## src/rtl/opr_pkg.sv

```systemverilog
package opr_pkg;
  localparam int INSTR_W = 12;
  localparam logic [2:0] OPR_MAJOR = 3'b111;

  // Group 1 control field, instruction bits 7..0
  typedef struct packed {
    logic cla;    // clear accumulator
    logic cll;    // clear link
    logic cma;    // complement accumulator
    logic cml;    // complement link
    logic rgt;    // rotate right
    logic lft;    // rotate left
    logic dbl;    // twice / half swap
    logic inc;    // increment link:acc
  } g1_ctl_t;

  // Group 2 control field, instruction bits 7..1
  typedef struct packed {
    logic cla;    // clear accumulator
    logic neg;    // test acc MSB
    logic zro;    // test acc zero
    logic lnk;    // test link
    logic inv;    // invert skip sense
    logic orsw;   // OR switches
    logic hlt;    // halt
  } g2_ctl_t;
endpackage

```

## src/rtl/opr_decode.sv

```systemverilog
module opr_decode
  import opr_pkg::*;
(
  input  logic       fire,
  input  logic [2:0] major,
  input  logic       grp_sel,
  input  logic       low_bit,
  output logic       g1_fire,
  output logic       g2_fire
);
  logic is_opr;

  always_comb begin
    is_opr  = fire && (major == OPR_MAJOR);
    g1_fire = is_opr && !grp_sel;
    g2_fire = is_opr && grp_sel && !low_bit;
  end
endmodule

```

## src/rtl/opr_group1.sv

```systemverilog
module opr_group1
  import opr_pkg::*;
#(
  parameter int WORD_W = 12
) (
  input  logic              link_i,
  input  logic [WORD_W-1:0] acc_i,
  input  g1_ctl_t           ctl,
  output logic              link_o,
  output logic [WORD_W-1:0] acc_o
);
  localparam int LW   = WORD_W + 1;
  localparam int HALF = WORD_W / 2;

  typedef logic [LW-1:0] lac_t;

  function automatic lac_t rot_l(input lac_t v);
    return {v[LW-2:0], v[LW-1]};
  endfunction

  function automatic lac_t rot_r(input lac_t v);
    return {v[0], v[LW-1:1]};
  endfunction

  function automatic lac_t swap_halves(input lac_t v);
    return {v[LW-1], v[HALF-1:0], v[WORD_W-1:HALF]};
  endfunction

  function automatic lac_t bump(input lac_t v);
    return v + lac_t'(1);
  endfunction

  lac_t step0, step1, step2, step3, step4;

  always_comb begin
    step0 = {link_i, acc_i};

    // step 1: clears
    step1 = step0;
    if (ctl.cla) step1[WORD_W-1:0] = '0;
    if (ctl.cll) step1[WORD_W]     = 1'b0;

    // step 2: complements
    step2 = step1;
    if (ctl.cml) step2[WORD_W]     = ~step1[WORD_W];
    if (ctl.cma) step2[WORD_W-1:0] = ~step1[WORD_W-1:0];

    // step 3: increment across link and accumulator
    step3 = ctl.inc ? bump(step2) : step2;

    // step 4: rotate or swap
    unique case ({ctl.rgt, ctl.lft, ctl.dbl})
      3'b010:  step4 = rot_l(step3);
      3'b011:  step4 = rot_l(rot_l(step3));
      3'b100:  step4 = rot_r(step3);
      3'b101:  step4 = rot_r(rot_r(step3));
      3'b001:  step4 = swap_halves(step3);
      3'b110:  step4 = rot_r(rot_l(step3));
      3'b111:  step4 = rot_r(rot_r(rot_l(rot_l(step3))));
      default: step4 = step3;
    endcase

    link_o = step4[WORD_W];
    acc_o  = step4[WORD_W-1:0];
  end
endmodule

```

## src/rtl/opr_group2.sv

```systemverilog
module opr_group2
  import opr_pkg::*;
#(
  parameter int WORD_W = 12
) (
  input  logic              link_i,
  input  logic [WORD_W-1:0] acc_i,
  input  logic [WORD_W-1:0] sw_i,
  input  g2_ctl_t           ctl,
  output logic [WORD_W-1:0] acc_o,
  output logic              cond_o,
  output logic              skip_o,
  output logic              halt_o
);
  logic [WORD_W-1:0] acc_clr;

  always_comb begin
    // skip test on the incoming accumulator, before any clear
    cond_o = (ctl.neg && acc_i[WORD_W-1])
           | (ctl.zro && (acc_i == '0))
           | (ctl.lnk && link_i);
    skip_o = cond_o ^ ctl.inv;

    acc_clr = ctl.cla  ? '0 : acc_i;
    acc_o   = ctl.orsw ? (acc_clr | sw_i) : acc_clr;
    halt_o  = ctl.hlt;
  end
endmodule

```

## src/rtl/opr_micro_unit.sv

```systemverilog
module opr_micro_unit
  import opr_pkg::*;
#(
  parameter int WORD_W = 12
) (
  input  logic                clk,
  input  logic                rst,
  input  logic                fire,
  input  logic [INSTR_W-1:0]  op_word,
  input  logic [WORD_W-1:0]   panel_sw,
  output logic [WORD_W-1:0]   acc,
  output logic                link,
  output logic                skip,
  output logic                halt
);
  logic              g1_fire, g2_fire;
  logic              g1_link;
  logic [WORD_W-1:0] g1_acc, g2_acc;
  logic              g2_cond, g2_skip, g2_halt;

  logic [WORD_W-1:0] acc_q;
  logic              link_q, skip_q, halt_q;

  opr_decode u_dec (
    .fire    (fire),
    .major   (op_word[11:9]),
    .grp_sel (op_word[8]),
    .low_bit (op_word[0]),
    .g1_fire (g1_fire),
    .g2_fire (g2_fire)
  );

  opr_group1 #(.WORD_W(WORD_W)) u_g1 (
    .link_i (link_q),
    .acc_i  (acc_q),
    .ctl    (g1_ctl_t'(op_word[7:0])),
    .link_o (g1_link),
    .acc_o  (g1_acc)
  );

  opr_group2 #(.WORD_W(WORD_W)) u_g2 (
    .link_i (link_q),
    .acc_i  (acc_q),
    .sw_i   (panel_sw),
    .ctl    (g2_ctl_t'(op_word[7:1])),
    .acc_o  (g2_acc),
    .cond_o (g2_cond),
    .skip_o (g2_skip),
    .halt_o (g2_halt)
  );

  always_ff @(posedge clk) begin
    if (rst) begin
      acc_q  <= '0;
      link_q <= 1'b0;
      skip_q <= 1'b0;
      halt_q <= 1'b0;
    end else begin
      skip_q <= 1'b0;
      if (g1_fire) begin
        acc_q  <= g1_acc;
        link_q <= g1_link;
      end else if (g2_fire) begin
        acc_q  <= g2_acc;
        skip_q <= g2_skip;
        if (g2_halt) halt_q <= 1'b1;
      end
    end
  end

  assign acc  = acc_q;
  assign link = link_q;
  assign skip = skip_q;
  assign halt = halt_q;

  // words that are not executed leave state alone and give no skip
  assert_idle_hold_R2: assert property (@(posedge clk) disable iff (rst)
    !(g1_fire || g2_fire) |=> ($stable(acc_q) && $stable(link_q) && !skip_q));

  // Group 2 never touches the link
  assert_g2_link_kept_R7: assert property (@(posedge clk) disable iff (rst)
    g2_fire |=> $stable(link_q));

  // a Group 2 word with no tests and no inversion never skips
  assert_no_test_no_skip_R6: assert property (@(posedge clk) disable iff (rst)
    (g2_fire && (op_word[6:3] == 4'b0000)) |=> !skip_q);

  // a true test without inversion always skips
  assert_cond_skips_R6: assert property (@(posedge clk) disable iff (rst)
    (g2_fire && g2_cond && !op_word[3]) |=> skip_q);

  // halt is sticky
  assert_halt_sticky_R8: assert property (@(posedge clk) disable iff (rst)
    halt_q |=> halt_q);

  // halt only rises after a Group 2 halt word
  assert_halt_cause_R8: assert property (@(posedge clk) disable iff (rst)
    $rose(halt_q) |-> $past(g2_fire && g2_halt));

  // a skip pulse always follows a Group 2 execution
  assert_skip_source_R9: assert property (@(posedge clk) disable iff (rst)
    skip_q |-> $past(g2_fire));
endmodule

```

## config.mk

```make
export PLATFORM = sky130hd
export DESIGN_NAME = opr_micro_unit
export DESIGN_NICKNAME = d
export VERILOG_FILES = /design/src/rtl/opr_pkg.sv /design/src/rtl/opr_decode.sv /design/src/rtl/opr_group1.sv /design/src/rtl/opr_group2.sv /design/src/rtl/opr_micro_unit.sv
export SDC_FILE = /design/constraint.sdc
export NUM_CORES = 1
export LEC_CHECK = 0
export BUFFER_PORTS_ARGS = -buffer_cell sky130_fd_sc_hd__buf_2
export CAP_MARGIN = 20
export CORE_MARGIN = 2
export CORE_UTILIZATION = 57
export CTS_CLUSTER_DIAMETER = 120
export DETAILED_ROUTE_END_ITERATION = 8
export HOLD_SLACK_MARGIN = 0.15
export PLACE_DENSITY = 0.92
export SYNTH_ARGS = -nofsm -noshare
export SYNTH_HDL_FRONTEND = slang
export SYNTH_SLANG_ARGS = --single-unit
```

## constraint.sdc

```tcl
create_clock -name clk -period 2.75 [get_ports clk]
set_input_delay 0.1375 -clock clk [delete_from_list [all_inputs] [get_ports clk]]
set_output_delay 0.1375 -clock clk [all_outputs]
set_load 0.05 [all_outputs]
```

; ---- After elaboration in Yosys (flattened, before gate mapping)
; Cells that the tools add are included.
[totals]
reg_bits = 15
input_bits = 27
wordCells = 41
[op_classes]
n_addsub = 1
n_eq_ne = 6
mux = 9
bitwise = 8
reduce_logical = 13
[op_table]
columns = cell, count
row1 = one-hot mux 13 bit (5 select lines), 1
row2 = two-way mux 12 bit, 5
row3 = "adder 13 x 1 -> 13 bit, second input constant", 1
row4 = two-way mux 13 bit, 1
row5 = zero test 12 bit, 1
row6 = NOT 12 bit, 1
row7 = bitwise OR 12 bit, 1
row8 = "equality test 3 bit, second input constant", 3
row9 = logical AND 1 bit, 7
row10 = "equality test 3 x 2 -> 1 bit, second input constant", 2
row11 = "equality test 3 x 1 -> 1 bit, second input constant", 1
row12 = NOT 1 bit, 3
row13 = AND reduction 3 bit, 1
row14 = OR reduction 3 bit, 1
row15 = zero test 1 bit, 2
row16 = two-way mux 1 bit, 2
row17 = bitwise OR 1 bit, 2
row18 = nonzero test 2 bit, 1
row19 = XOR 1 bit, 1

; ---- Logic depth before layout (Yosys ltp)
[logic_depth]
word_depth = 7
ltp_mapped = 12
depth_no_buf = 10

; ---- Modules after synthesis
; Synthesis repeated with hierarchy kept, for this count alone.
[unflattened]
cells_unflattened = 344
area_unflattened_um2 = 2468.6
[by_module_without_submodules]
columns = mod, instances, cells_per_inst, area_each_um2, seq_area_each_um2
row1 = opr_group1, 1, 227, 1510.2, 0.0
row2 = opr_micro_unit, 1, 63, 674.4, 300.3
row3 = opr_group2, 1, 51, 261.5, 0.0
row4 = opr_decode, 1, 3, 22.5, 0.0

; ---- Worst setup path before layout
; No wires, ideal clock.
[synth_timing]
path_type = reg2reg
from = register acc_q[0], in the netlist acc[0]
to = register acc_q[5], in the netlist acc[5]
setup_time_ps = 140
arrival_time_ps = 2690
required_ps = 2610
path_slack_ps = -81
stages_incl_launch_ff = 11
path_buffers = 0
synth_period_minus_slack_ps = 2831
cell_sequence = dfxtp_1 nor2b_1 xor2_1 ha_1 and3_1 a32oi_4 xor2_1 a221oi_2 o221ai_2 a221oi_2 a2111oi_2
[synth_via]
elab_chain_len = 7
[synth_lines]
columns = element, line_no
row1 = from (decl), opr_micro_unit.sv:21  ; logic [WORD_W-1:0] acc_q;
row2 = from (signal assigned), opr_micro_unit.sv:61  ; acc_q <= g1_acc;
row3 = from (signal assigned), opr_micro_unit.sv:64  ; acc_q <= g2_acc;
row4 = two-way mux 12 bit *, opr_group1.sv:40  ; if (ctl.cla) step1[WORD_W-1:0] = '0;
row5 = NOT 12 bit, opr_group1.sv:46  ; if (ctl.cma) step2[WORD_W-1:0] = ~step1[WORD_W-1:0];
row6 = two-way mux 12 bit *, opr_group1.sv:46
row7 = adder 13 x 1 -> 13 bit *, opr_group1.sv:30  ; return v + lac_t'(1);
row8 = two-way mux 13 bit *, opr_group1.sv:49  ; step3 = ctl.inc ? bump(step2) : step2;
row9 = one-hot mux 13 bit (5 select lines) *, opr_group1.sv:52  ; unique case ({ctl.rgt, ctl.lft, ctl.dbl})
row10 = two-way mux 12 bit *, opr_micro_unit.sv:60  ; if (g1_fire) begin
; Mark *: on every way between the ends. The rest lies on a longest branch, timed or not.
; A chain may end at the register's enable or synchronous reset.

; ---- Final worst setup path
; Same ends and word-level chain as after synthesis.

==> Flow_metrics.wiki <==
{| class="wikitable"
! Metric !! Value
|-
| Result of the run || complete, no violations
|-
| Max rail drop VDD || 0.000157 V
|-
| Crit Path Max Fanout || 7
|-
| Worst relative slew slack || 45.8%
|-
| Power density over the cells || 295 nW/um^2
|-
| Via count of the first global-routing pass || 2,444
|-
| Placer's final routability congestion estimate || 1.03
|-
| Number of DRC violations after detailed-routing iteration 0 || 404
|-
| CP Class || reg2reg
|-
| Seq. cell area || 302 um^2
|-
| Area growth, synth to finish || 13.2%
|-
| Synthesized area || 2200 um^2
|-
| Final count of hold timing violations || 0
|-
| Max Cap Viol || 0
|-
| Vertical die dimension || 66.1 um
|-
| Proportion of register bits with asynchronous set or reset after synthesis || 0%
|-
| Clock share of power || 27.4%
|-
| Worst Hold Path Cells || 3
|-
| Ys flop type || sky130_fd_sc_hd__dfxtp_1
|-
| Worst clock skew || 0.000931 ns
|-
| RSZ-0062 raised after global routing || false
|-
| Warnings from Yosys || 0
|-
| Count leader, synth || sky130_fd_sc_hd__nand2_1
|-
| Clock latency at the later pin of the worst-skew pair || 0.26 ns
|-
| Sort of element at the start of the critical path || register
|-
| Number of antenna diodes || 0
|-
| Arrival time at the worst endpoint || 2.70 ns
|-
| Cell Count, Final, Fillers Out || 383
|-
| Worst-case reg-to-reg path depth || 10
|-
| Class of the tightest hold or removal check || in2reg
|-
| Buffers plus inverters on the worst setup path || 0
|-
| Routed length per instance || 20.3 um
|-
| Post-Syn Area per Cell || 7.30 um^2
|-
| Drt first pass iters || 6
|-
| Sequential group share of total power || 32.1%
|-
| Area of the die || 4360 um^2
|-
| Critical register-to-register path endpoint || acc[5]
|-
| Number of clock buffers inserted by TritonCTS || 3
|-
| I/O pin cnt || 42
|-
| Overflow left after global routing || 0
|-
| Area used by multi-input combinational logic || 1790 um^2
|-
| Final count of pins violating max slew || 0
|-
| Power dissipated by switching net loads || 0.000305 W
|-
| All-Layer GR Usage || 37.3%
|-
| Count of placed standard cells including taps || 379
|-
| Wire length of the first global-routing pass || 12,400 um
|-
| Antenna-violating nets left || 0
|-
| Synth area leader || sky130_fd_sc_hd__dfxtp_1
|-
| Total of cells resized after clock tree synthesis || 0
|-
| Die width || 66.1 um
|-
| Filler cell count in the final layout || 331
|-
| Final critical path time including I/O delays and setup || 2.57 ns
|-
| Buffers added on ports || 41
|-
| Top cells by area, synth || sky130_fd_sc_hd__dfxtp_1 14%, sky130_fd_sc_hd__nand2_1 5.6%, sky130_fd_sc_hd__a21oi_1 5.5%
|-
| Number of different library cells in the post-synthesis netlist || 61
|-
| Post-synthesis cell count || 301
|-
| Total number of nets in the final design || 364
|-
| Dominant delay contributor by cell family on the critical path || compound AO/OA/AOI/OAI gates
|-
| Proportion of netlist area held by the largest area contributor || 13.7%
|-
| Clock slew at the register clock pins of the worst setup and hold paths || 0.07 ns
|-
| Worst Tran Pin Value || 0.813 ns
|-
| R2R setup slack || 0.18 ns
|-
| Required arrival time at the worst endpoint || 2.88 ns
|-
| Number of antenna violations at the first check in global routing || 0
|-
| Area of the core || 3690 um^2
|-
| Number of failing setup endpoints in the final timing report || 0
|-
| Delay of the slowest cell on the worst path || 0.40 ns
|-
| Launch point of the worst hold path || panel_sw[2]
|-
| Part of the total power dissipated in combinational logic || 40.5%
|-
| Largest net degree at the start of global routing || 36
|-
| Initial Utilization || 59.5%
|-
| Cell with the largest stage delay on the worst path || sky130_fd_sc_hd__dfxtp_2
|-
| Layout cell share with drive strength beyond 1 || 24.8%
|-
| Number of buffers inserted for hold repair after clock tree synthesis || 0
|-
| Worst path cell trace || nor2b_2 > xor2_1 > ha_1 > and3_1 > a32oi_4 > xor2_1 > a221oi_2 > o221ai_2 > a221oi_2 > a2111oi_2
|-
| Number of register bits inferred by synthesis || 15
|-
| Top cells by count, synth || 33 x sky130_fd_sc_hd__nand2_1, 26 x sky130_fd_sc_hd__nor2_1, 24 x sky130_fd_sc_hd__a21oi_1, 17 x sky130_fd_sc_hd__o21ai_0, 15 x sky130_fd_sc_hd__dfxtp_1
|-
| Clock tree root buffer cell || sky130_fd_sc_hd__clkbuf_8
|-
| Longest Clk Path Bufs || 2
|-
| Crit share post-route || 93.6%
|-
| Worst Slack Setup Final || 0.176 ns
|-
| TritonCTS clock tree || built
|-
| Post-Place Setup Slack || 0.0862 ns
|-
| Via-to-Cell Ratio || 7.11
|-
| Number of synthesized flops with an enable pin || 0
|-
| Design internal power || 0.000427 W
|-
| Highest attainable clock frequency || 388 MHz
|-
| Post-CTS repair timing setup buffer count || 0
|-
| HPWL after detailed placement || 5530 um
|-
| H-tree level count || 1
|-
| Sequential element share of the synthesized area || 13.7%
|-
| Post-route DRC violation count || 0
|-
| Worst reg2reg path startpoint || acc[0]
|-
| Number of vias in the routed layout || 2,723
|-
| Net count of the mapped netlist || 329
|-
| Post-detailed-routing wire length || 7790 um
|-
| Element type at the critical path end || register
|-
| Cell Rows || 22
|-
| Standby leakage power || 0.947 nW
|-
| Aggregate negative setup slack || 0 ns
|-
| WHS || 0.279 ns
|-
| Share of total power consumed by net switching || 41.6%
|-
| CTS sink cnt || 15
|-
| Hold-critical path endpoint || acc[2]
|}
==> cells by family (layout without fill, tap and decap cells) <==
family	after synthesis	after routing	synth area share (%)
flip-flops	15	15	13.7
buffers and inverters	24	58	5.64
multiplexers	2	2	1.08
XOR/XNOR	23	23	11.5
AO/OA/AOI/OAI	114	114	39.0
AND/OR/NAND/NOR	122	122	28.5
adder cells (fa/ha/maj)	1	1	0.570
==> tightest hold or removal path: stages <==
cell and delay [ns]:
sky130_fd_sc_hd__buf_2 0.07, sky130_fd_sc_hd__a32oi_1 0.09, sky130_fd_sc_hd__o31ai_1 0.21
==> layer usage <==
metal | up-vias | global-route usage (%) | wire [um]
met1 | 1225 | 51.6 | 3040
li1 | 1220 | - | -
met2 | 244 | 57.2 | 3400
met3 | 34 | 8.18 | 1050
met4 | 0 | 12.8 | 293
met5 | - | 0 | 0
==> worst max path at each step <==
stage	start	endpoint	depth (start not counted)
2_1_floorplan	acc[1]	acc[5]	10
3_3_place_gp	acc[0]	acc[2]	10
3_5_place_dp	acc[0]	acc[2]	10
4_1_cts	acc[0]	acc[2]	10
5_1_grt	acc[0]	acc[2]	10
6_report	acc[0]	acc[5]	10
==> power by group through the flow <==
| stage | registers, W | clock network [W] | logic [W] |
|---|---|---|---|
| floorplan | 0.000253 | 0 | 0.000188 |
| global placement | 0.000238 | 0 | 0.000281 |
| detailed placement | 0.000239 | 0 | 0.000281 |
| CTS | 0.000234 | 0.000195 | 0.000283 |
| global route | 0.000236 | 0.000209 | 0.000315 |
| finish | 0.000235 | 0.000201 | 0.000296 |
==> state kept, by name, summed over array words and instances (netlist names) <==
register  flops
skip          1
link          1
halt          1
acc          12
==> layout make-up <==
type / count / area share [%]
Tap cell: 48 / 2.42
Sequential cell: 15 / 12.1
Inverter: 4 / 0.604
Multi-Input combinational cell: 262 / 72.0
Clock buffer: 3 / 1.66
Timing Repair Buffer: 50 / 11.0
Clock inverter: 1 / 0.201
==> stage by stage <==
stage	power, W	util (%)	area [um^2]
floorplan	0.000441	-	2200
global placement	0.000519	65.6	2420
detailed placement	0.000520	65.6	2420
CTS	0.000712	66.9	2470
global route	0.000759	67.4	2490
finish	0.000732	67.4	2490
==> placed cells by master, fill, tap and decap left out, drive strengths merged, types with 2 or more instances in the layout <==
cell type  count
a2111oi        3
a211o          4
a211oi        10
a21o           3
a21oi         25
a221oi         8
a22oi          5
a311oi         2
a31oi          6
a32oi          5
and2           7
buf           50
clkbuf         3
dfxtp         15
inv            4
mux2i          2
nand2         33
nand2b         8
nand3          9
nand4          6
nor2          27
nor2b          6
nor3          10
nor4           4
nor4b          2
o211ai         3
o21ai         21
o21bai         2
o221ai         8
o31ai          3
or2            4
xnor2         14
xnor3          2
xor2           7
Note: power is estimated with default switching activity, not from simulation.
